File: src/rtl/alu16_pkg.sv
`timescale 1ns/1ps
package alu16_pkg;

   // operation codes
   localparam logic [3:0] OP_ADD  = 4'd0;
   localparam logic [3:0] OP_AND  = 4'd1;
   localparam logic [3:0] OP_EOR  = 4'd2;
   localparam logic [3:0] OP_ASR  = 4'd3;
   localparam logic [3:0] OP_TST  = 4'd4;
   localparam logic [3:0] OP_NEG  = 4'd5;
   localparam logic [3:0] OP_CMP  = 4'd6;
   localparam logic [3:0] OP_MOV  = 4'd7;
   localparam logic [3:0] OP_MOVI = 4'd8;

   // flag positions inside the 4-bit flag vector
   localparam int FLAG_N = 3;
   localparam int FLAG_Z = 2;
   localparam int FLAG_C = 1;
   localparam int FLAG_V = 0;

   typedef enum logic [1:0] {
      CSRC_ADDER = 2'd0,
      CSRC_SHIFT = 2'd1,
      CSRC_HOLD  = 2'd2
   } carry_src_e;

   typedef struct packed {
      logic       wr;        // destination write strobe
      logic [3:0] upd;       // per-flag update mask {N,Z,C,V}
      logic       force_n0;  // N forced to zero
      carry_src_e csrc;      // where a new C comes from
   } flag_ctl_t;

endpackage

File: src/rtl/alu16_addsub.sv
`timescale 1ns/1ps
module alu16_addsub #(
   parameter int W      = 16,
   parameter bit RIPPLE = 1'b0
) (
   input  logic [W-1:0] a_i,
   input  logic [W-1:0] b_i,
   input  logic         sub_i,
   output logic [W-1:0] sum_o,
   output logic         carry_o,
   output logic         ovf_o
);
   logic [W-1:0] b_eff;

   assign b_eff = sub_i ? ~b_i : b_i;

   generate
      if (RIPPLE) begin : g_ripple
         logic [W:0] cy;
         assign cy[0] = sub_i;
         for (genvar i = 0; i < W; i++) begin : g_bit
            assign sum_o[i]  = a_i[i] ^ b_eff[i] ^ cy[i];
            assign cy[i+1]   = (a_i[i] & b_eff[i]) | (cy[i] & (a_i[i] ^ b_eff[i]));
         end
         assign carry_o = cy[W];
      end else begin : g_wide
         logic [W:0] wide;
         assign wide    = {1'b0, a_i} + {1'b0, b_eff} + {{W{1'b0}}, sub_i};
         assign sum_o   = wide[W-1:0];
         assign carry_o = wide[W];
      end
   endgenerate

   // signed overflow: operands of equal sign, result of the other sign
   assign ovf_o = (a_i[W-1] == b_eff[W-1]) && (sum_o[W-1] != a_i[W-1]);

endmodule

File: src/rtl/alu16_asr.sv
`timescale 1ns/1ps
module alu16_asr #(
   parameter int W      = 16,
   parameter int AMT_W  = 8,
   parameter bit BARREL = 1'b1
) (
   input  logic [W-1:0]     val_i,
   input  logic [AMT_W-1:0] amt_i,
   output logic [W-1:0]     res_o,
   output logic             carry_o,
   output logic             zero_amt_o
);
   localparam int SH_W = $clog2(W);

   logic [SH_W-1:0] sh;
   logic            big;
   logic [W-1:0]    shifted;
   logic [SH_W-1:0] pick;

   assign sh         = amt_i[SH_W-1:0];
   assign big        = (amt_i >= AMT_W'(W));
   assign zero_amt_o = (amt_i == '0);
   assign pick       = sh - SH_W'(1);

   generate
      if (BARREL) begin : g_barrel
         logic [W-1:0] stage [SH_W+1];
         assign stage[0] = val_i;
         for (genvar k = 0; k < SH_W; k++) begin : g_stage
            localparam int STEP = 1 << k;
            assign stage[k+1] = sh[k]
               ? {{STEP{val_i[W-1]}}, stage[k][W-1:STEP]}
               : stage[k];
         end
         assign shifted = stage[SH_W];
      end else begin : g_behav
         assign shifted = W'($signed(val_i) >>> sh);
      end
   endgenerate

   always_comb begin
      if (zero_amt_o) begin
         res_o   = val_i;
         carry_o = 1'b0;           // not used: C is held for a zero amount
      end else if (big) begin
         res_o   = {W{val_i[W-1]}};
         carry_o = val_i[W-1];
      end else begin
         res_o   = shifted;
         carry_o = val_i[pick];
      end
   end

endmodule

File: src/rtl/alu16_ctl.sv
`timescale 1ns/1ps
module alu16_ctl
   import alu16_pkg::*;
(
   input  logic      [3:0] op_i,
   input  logic            shift_zero_i,
   output flag_ctl_t       ctl_o
);
   always_comb begin
      ctl_o = '{wr: 1'b0, upd: 4'b0000, force_n0: 1'b0, csrc: CSRC_HOLD};
      case (op_i)
         OP_ADD, OP_NEG: begin
            ctl_o.wr   = 1'b1;
            ctl_o.upd  = 4'b1111;
            ctl_o.csrc = CSRC_ADDER;
         end
         OP_CMP: begin
            ctl_o.upd  = 4'b1111;
            ctl_o.csrc = CSRC_ADDER;
         end
         OP_AND, OP_EOR, OP_MOV: begin
            ctl_o.wr  = 1'b1;
            ctl_o.upd = 4'b1100;
         end
         OP_TST: begin
            ctl_o.upd = 4'b1100;
         end
         OP_ASR: begin
            ctl_o.wr   = 1'b1;
            ctl_o.upd  = shift_zero_i ? 4'b1100 : 4'b1110;
            ctl_o.csrc = CSRC_SHIFT;
         end
         OP_MOVI: begin
            ctl_o.wr       = 1'b1;
            ctl_o.upd      = 4'b1100;
            ctl_o.force_n0 = 1'b1;
         end
         default: ;
      endcase
   end
endmodule

File: src/rtl/alu16_core.sv
`timescale 1ns/1ps
module alu16_core
   import alu16_pkg::*;
#(
   parameter int W      = 16,
   parameter int AMT_W  = 8,
   parameter bit RIPPLE = 1'b0,
   parameter bit BARREL = 1'b1
) (
   input  logic [3:0]   op_i,
   input  logic [W-1:0] a_i,
   input  logic [W-1:0] b_i,
   input  logic [3:0]   flags_i,
   output logic [W-1:0] result_o,
   output logic [3:0]   flags_o,
   output logic         wr_en_o
);
   // elaboration checks
   if (W < 4 || (W & (W - 1)) != 0) begin : g_bad_width
      $error("alu16_core: W must be a power of two, at least 4");
   end
   if ((1 << AMT_W) <= W || AMT_W > W) begin : g_bad_amt
      $error("alu16_core: AMT_W must reach W and fit in the operand");
   end

   logic [W-1:0]     add_a;
   logic             add_sub;
   logic [W-1:0]     add_sum;
   logic             add_c, add_v;
   logic [W-1:0]     sh_res;
   logic             sh_c, sh_zero;
   flag_ctl_t        ctl;
   logic [3:0]       fresh;

   assign add_a   = (op_i == OP_NEG) ? '0 : a_i;
   assign add_sub = (op_i == OP_NEG) || (op_i == OP_CMP);

   alu16_addsub #(.W(W), .RIPPLE(RIPPLE)) u_addsub (
      .a_i     (add_a),
      .b_i     (b_i),
      .sub_i   (add_sub),
      .sum_o   (add_sum),
      .carry_o (add_c),
      .ovf_o   (add_v)
   );

   alu16_asr #(.W(W), .AMT_W(AMT_W), .BARREL(BARREL)) u_asr (
      .val_i      (a_i),
      .amt_i      (b_i[AMT_W-1:0]),
      .res_o      (sh_res),
      .carry_o    (sh_c),
      .zero_amt_o (sh_zero)
   );

   alu16_ctl u_ctl (
      .op_i         (op_i),
      .shift_zero_i (sh_zero),
      .ctl_o        (ctl)
   );

   always_comb begin
      case (op_i)
         OP_ADD, OP_NEG, OP_CMP: result_o = add_sum;
         OP_AND, OP_TST:         result_o = a_i & b_i;
         OP_EOR:                 result_o = a_i ^ b_i;
         OP_ASR:                 result_o = sh_res;
         OP_MOV, OP_MOVI:        result_o = b_i;
         default:                result_o = '0;
      endcase
   end

   always_comb begin
      fresh[FLAG_N] = ctl.force_n0 ? 1'b0 : result_o[W-1];
      fresh[FLAG_Z] = (result_o == '0);
      case (ctl.csrc)
         CSRC_ADDER: fresh[FLAG_C] = add_c;
         CSRC_SHIFT: fresh[FLAG_C] = sh_c;
         default:    fresh[FLAG_C] = flags_i[FLAG_C];
      endcase
      fresh[FLAG_V] = add_v;
   end

   for (genvar f = 0; f < 4; f++) begin : g_flag
      assign flags_o[f] = ctl.upd[f] ? fresh[f] : flags_i[f];
   end

   assign wr_en_o = ctl.wr;

endmodule

File: config.mk
export PLATFORM = sky130hd
export DESIGN_NAME = alu16_core
export DESIGN_NICKNAME = d
export VERILOG_FILES = /design/src/rtl/alu16_pkg.sv /design/src/rtl/alu16_addsub.sv /design/src/rtl/alu16_asr.sv /design/src/rtl/alu16_ctl.sv /design/src/rtl/alu16_core.sv
export SDC_FILE = /design/constraint.sdc
export NUM_CORES = 1
export LEC_CHECK = 0
export ABC_AREA = 1
export BUFFER_PORTS_ARGS = -buffer_cell sky130_fd_sc_hd__buf_4
export CORE_ASPECT_RATIO = 0.8
export CORE_MARGIN = 10
export CORE_UTILIZATION = 25
export DETAILED_ROUTE_END_ITERATION = 10
export PLACE_DENSITY = 0.48
export SLEW_MARGIN = 10
export SYNTH_ARGS = -nofsm -noshare
export SYNTH_HDL_FRONTEND = slang
export SYNTH_SLANG_ARGS = --single-unit
export TNS_END_PERCENT = 5
File: constraint.sdc
create_clock -name vclk -period 6.29
set_clock_uncertainty 0.2 [all_clocks]
set_input_delay 0.629 -clock vclk [all_inputs]
set_output_delay 0.629 -clock vclk [all_outputs]
set_load 0.01 [all_outputs]
==> metrics.md <==
| Metric | Value |
|---|---|
| Status | `completed` |
| Fin util | `0.3038` |
| Final worst path period need | `4.596 ns` |
| Die Y | `120.8 um` |
| Final Hold Viols | `0` |
| Initial Util | `0.2583` |
| Fin. max-slew vios | `0` |
| Syn Area/Cell | `5.191 um2` |
| Overflow after GRT | `0` |
| Final instance area | `3736 um2` |
| # Post-CTS Setup Buffers | `0` |
| Flop pwr share | `0` |
| Logic pwr share | `1.000` |
| RSZ-0062 raised after global routing | `false` |
| CP startpoint kind | `input port` |
| PostCTS Resize Cnt | `0` |
| Number of hold buffers added after CTS | `0` |
| Post-synth top area share | `0.2422` |
| Vias in the first global route | `4004` |
| Number of max-cap violations | `0` |
| Lkg Pwr | `0.002000 uW` |
| Layout cell share with drive strength beyond 1 | `0.1590` |
| Initial drt markers | `366` |
| Sw frac | `0.6342` |
| DRT Pass-1 Iters | `5` |
| Hold slack | `1.358 ns` |
| Clock share of power | `0` |
| Initial antenna violation count | `0` |
| Seq_cells | `0` |
| Total track usage | `0.1462` |
| P_int | `138.9 uW` |
| Max frequency | `217.6 MHz` |
| Cell type with the largest total area after synthesis | `nand2_1` |
| IO buf count | `61` |
| Via count | `4194` |
| GPL Wtd Cong | `0.9540` |
| Post-synthesis cell count | `612` |
| DR DRC count | `0` |
| Io pins | `61` |
| Syn_nets | `685` |
| Period utilisation layout | `0.7306` |
| Register area | `0 um2` |
| Row cnt | `36` |
| Antenna fix cells | `0` |
| Core footprint | `12300 um2` |
| Die width | `146.0 um` |
| Final number of setup-violating endpoints | `0` |
| P per Cell Area | `101.6 nW/um2` |
| CP Class | `input port to output pin` |
| Clock buffers | `0` |
| Total negative slack | `0 ns` |
| Wire per inst | `16.53 um` |
| Hold WC Path Type | `input port to output pin` |
| Max IR drop VDD | `0.05182 mV` |
| Synth warnings | `0` |
| Post-synthesis sequential area ratio | `0` |
| Vias per inst | `5.084` |
| Die area | `17640 um2` |
| Slew margin rel. | `0.2169` |
| Final #Nets | `729` |
| Largest cells by area after synthesis | `nand2_1, nand3_1, ha_1` |
| Detail Route Antenna Nets | `0` |
| Cell Area, Placed | `3736 um2` |
| Maximum number of pins on one net before global-route repair | `28` |
| NetSw | `240.7 uW` |
| Worst slew pin tran | `1.168 ns` |
| Syn Std Cell Area | `3177 um2` |
| CP arrival | `3.77 ns` |
| Layout Area Growth over Synthesis | `17.61%` |
| Maximum fanout along the worst path | `20` |
| First-pass GRT wire length | `21610 um` |
| Synth unique cells | `45` |
| Final WL | `13630 um` |
| Endpoint class of the critical path | `output pin` |
| DP HPWL | `11350 um` |
| Worst Path Required | `5.46 ns` |
-- cells in the mapped netlist, types with 3 or more instances --
| master | n |
|---|---|
| buf_2 | 9 |
| a22o_1 | 3 |
| inv_1 | 54 |
| xnor2_1 | 10 |
| nand3_1 | 82 |
| and2_1 | 3 |
| xor2_1 | 8 |
| a21oi_1 | 32 |
| o21ai_1 | 8 |
| o21ai_0 | 13 |
| nor2_1 | 59 |
| inv_2 | 15 |
| nand4_1 | 4 |
| buf_4 | 6 |
| clkbuf_1 | 3 |
| ha_1 | 32 |
| nand2_1 | 205 |
| nand2_2 | 10 |
| nor2_2 | 5 |
| nor3_1 | 4 |
| a22oi_1 | 7 |
| o211ai_1 | 13 |
-- power groups by stage --
stage | logic (uW) | clock network [uW] | registers, uW
floorplan | 242 | 0 | 0
global placement | 371 | 0 | 0
detailed placement | 373 | 0 | 0
CTS | 375 | 0 | 0
global route | 422 | 0 | 0
finish | 380 | 0 | 0
-- cell type report --
cell class         count  area [um2]
multi-input cells    523        2801
well taps            171       214.0
inverters             70       262.8
repair buffers        61       457.9
fillers             1432        8561
-- path summary, 6_finish.rpt --
kind | start | to | slack [ns] | cells past startpoint
hold / removal | flags_i[0] | flags_o[0] | 1.36 | 4
setup / recovery | b_i[1] | flags_o[2] | 1.69 | 16
-- cells in the final DEF, fill, tap and decap left out, types with 2 or more instances in the layout --
master / instances
nand2_1: 205
nand3_1: 82
buf_4: 61
nor2_1: 59
inv_1: 54
a21oi_1: 32
ha_1: 32
inv_2: 15
o211ai_1: 13
o21ai_0: 13
nand2_2: 10
xnor2_1: 10
xor2_1: 8
o21ai_1: 8
a22oi_1: 7
nor2_2: 5
nand4_1: 4
nor3_1: 4
and2_1: 3
a22o_1: 3
nand2_4: 2
o21ai_2: 2
nand3b_1: 2
a21boi_0: 2
-- cell families (layout without fill, tap and decap cells) --
kind of cell | Yosys count | count (layout) | synth area share
simple gates | 383 | 383 | 0.5238
buf+inv | 89 | 131 | 0.1182
xor+xnor | 18 | 18 | 0.04963
fa+ha+maj | 33 | 33 | 0.1323
compound gates | 89 | 89 | 0.1761
-- stage by stage --
step                instances  setup WS (ns)  power, uW
floorplan                 612          2.429      242.1
global placement          825          1.759      371.2
detailed placement        825          1.724      373.1
CTS                       825          1.716      375.3
global route              825          1.401      422.5
finish                    825          1.694      379.6
-- per-layer routing --
| layer | share of wire | wire length (um) | up-vias | global-route usage |
|---|---|---|---|---|
| met5 | 0 | 0 | - | 0 |
| met4 | 0.0098 | 134 | 0 | 0.01498 |
| met3 | 0.069 | 942 | 14 | 0.01603 |
| met2 | 0.41 | 5655 | 158 | 0.2289 |
| met1 | 0.51 | 6901 | 1923 | 0.2158 |
| li1 | - | - | 2099 | - |
-- worst max-delay path, cell delays in order --
cell,delay [ns]
buf_4,0.18
inv_1,0.50
xor2_1,0.24
fa_1,0.51
nand3_1,0.12
nand3_1,0.18
nand2_1,0.14
nand2_1,0.09
nand3_1,0.14
nand3_1,0.11
nand3_1,0.12
nand3_1,0.12
nor2_1,0.27
nand3_1,0.14
o21bai_2,0.15
buf_4,0.14
No activity file was read; power rests on OpenSTA's default activity.
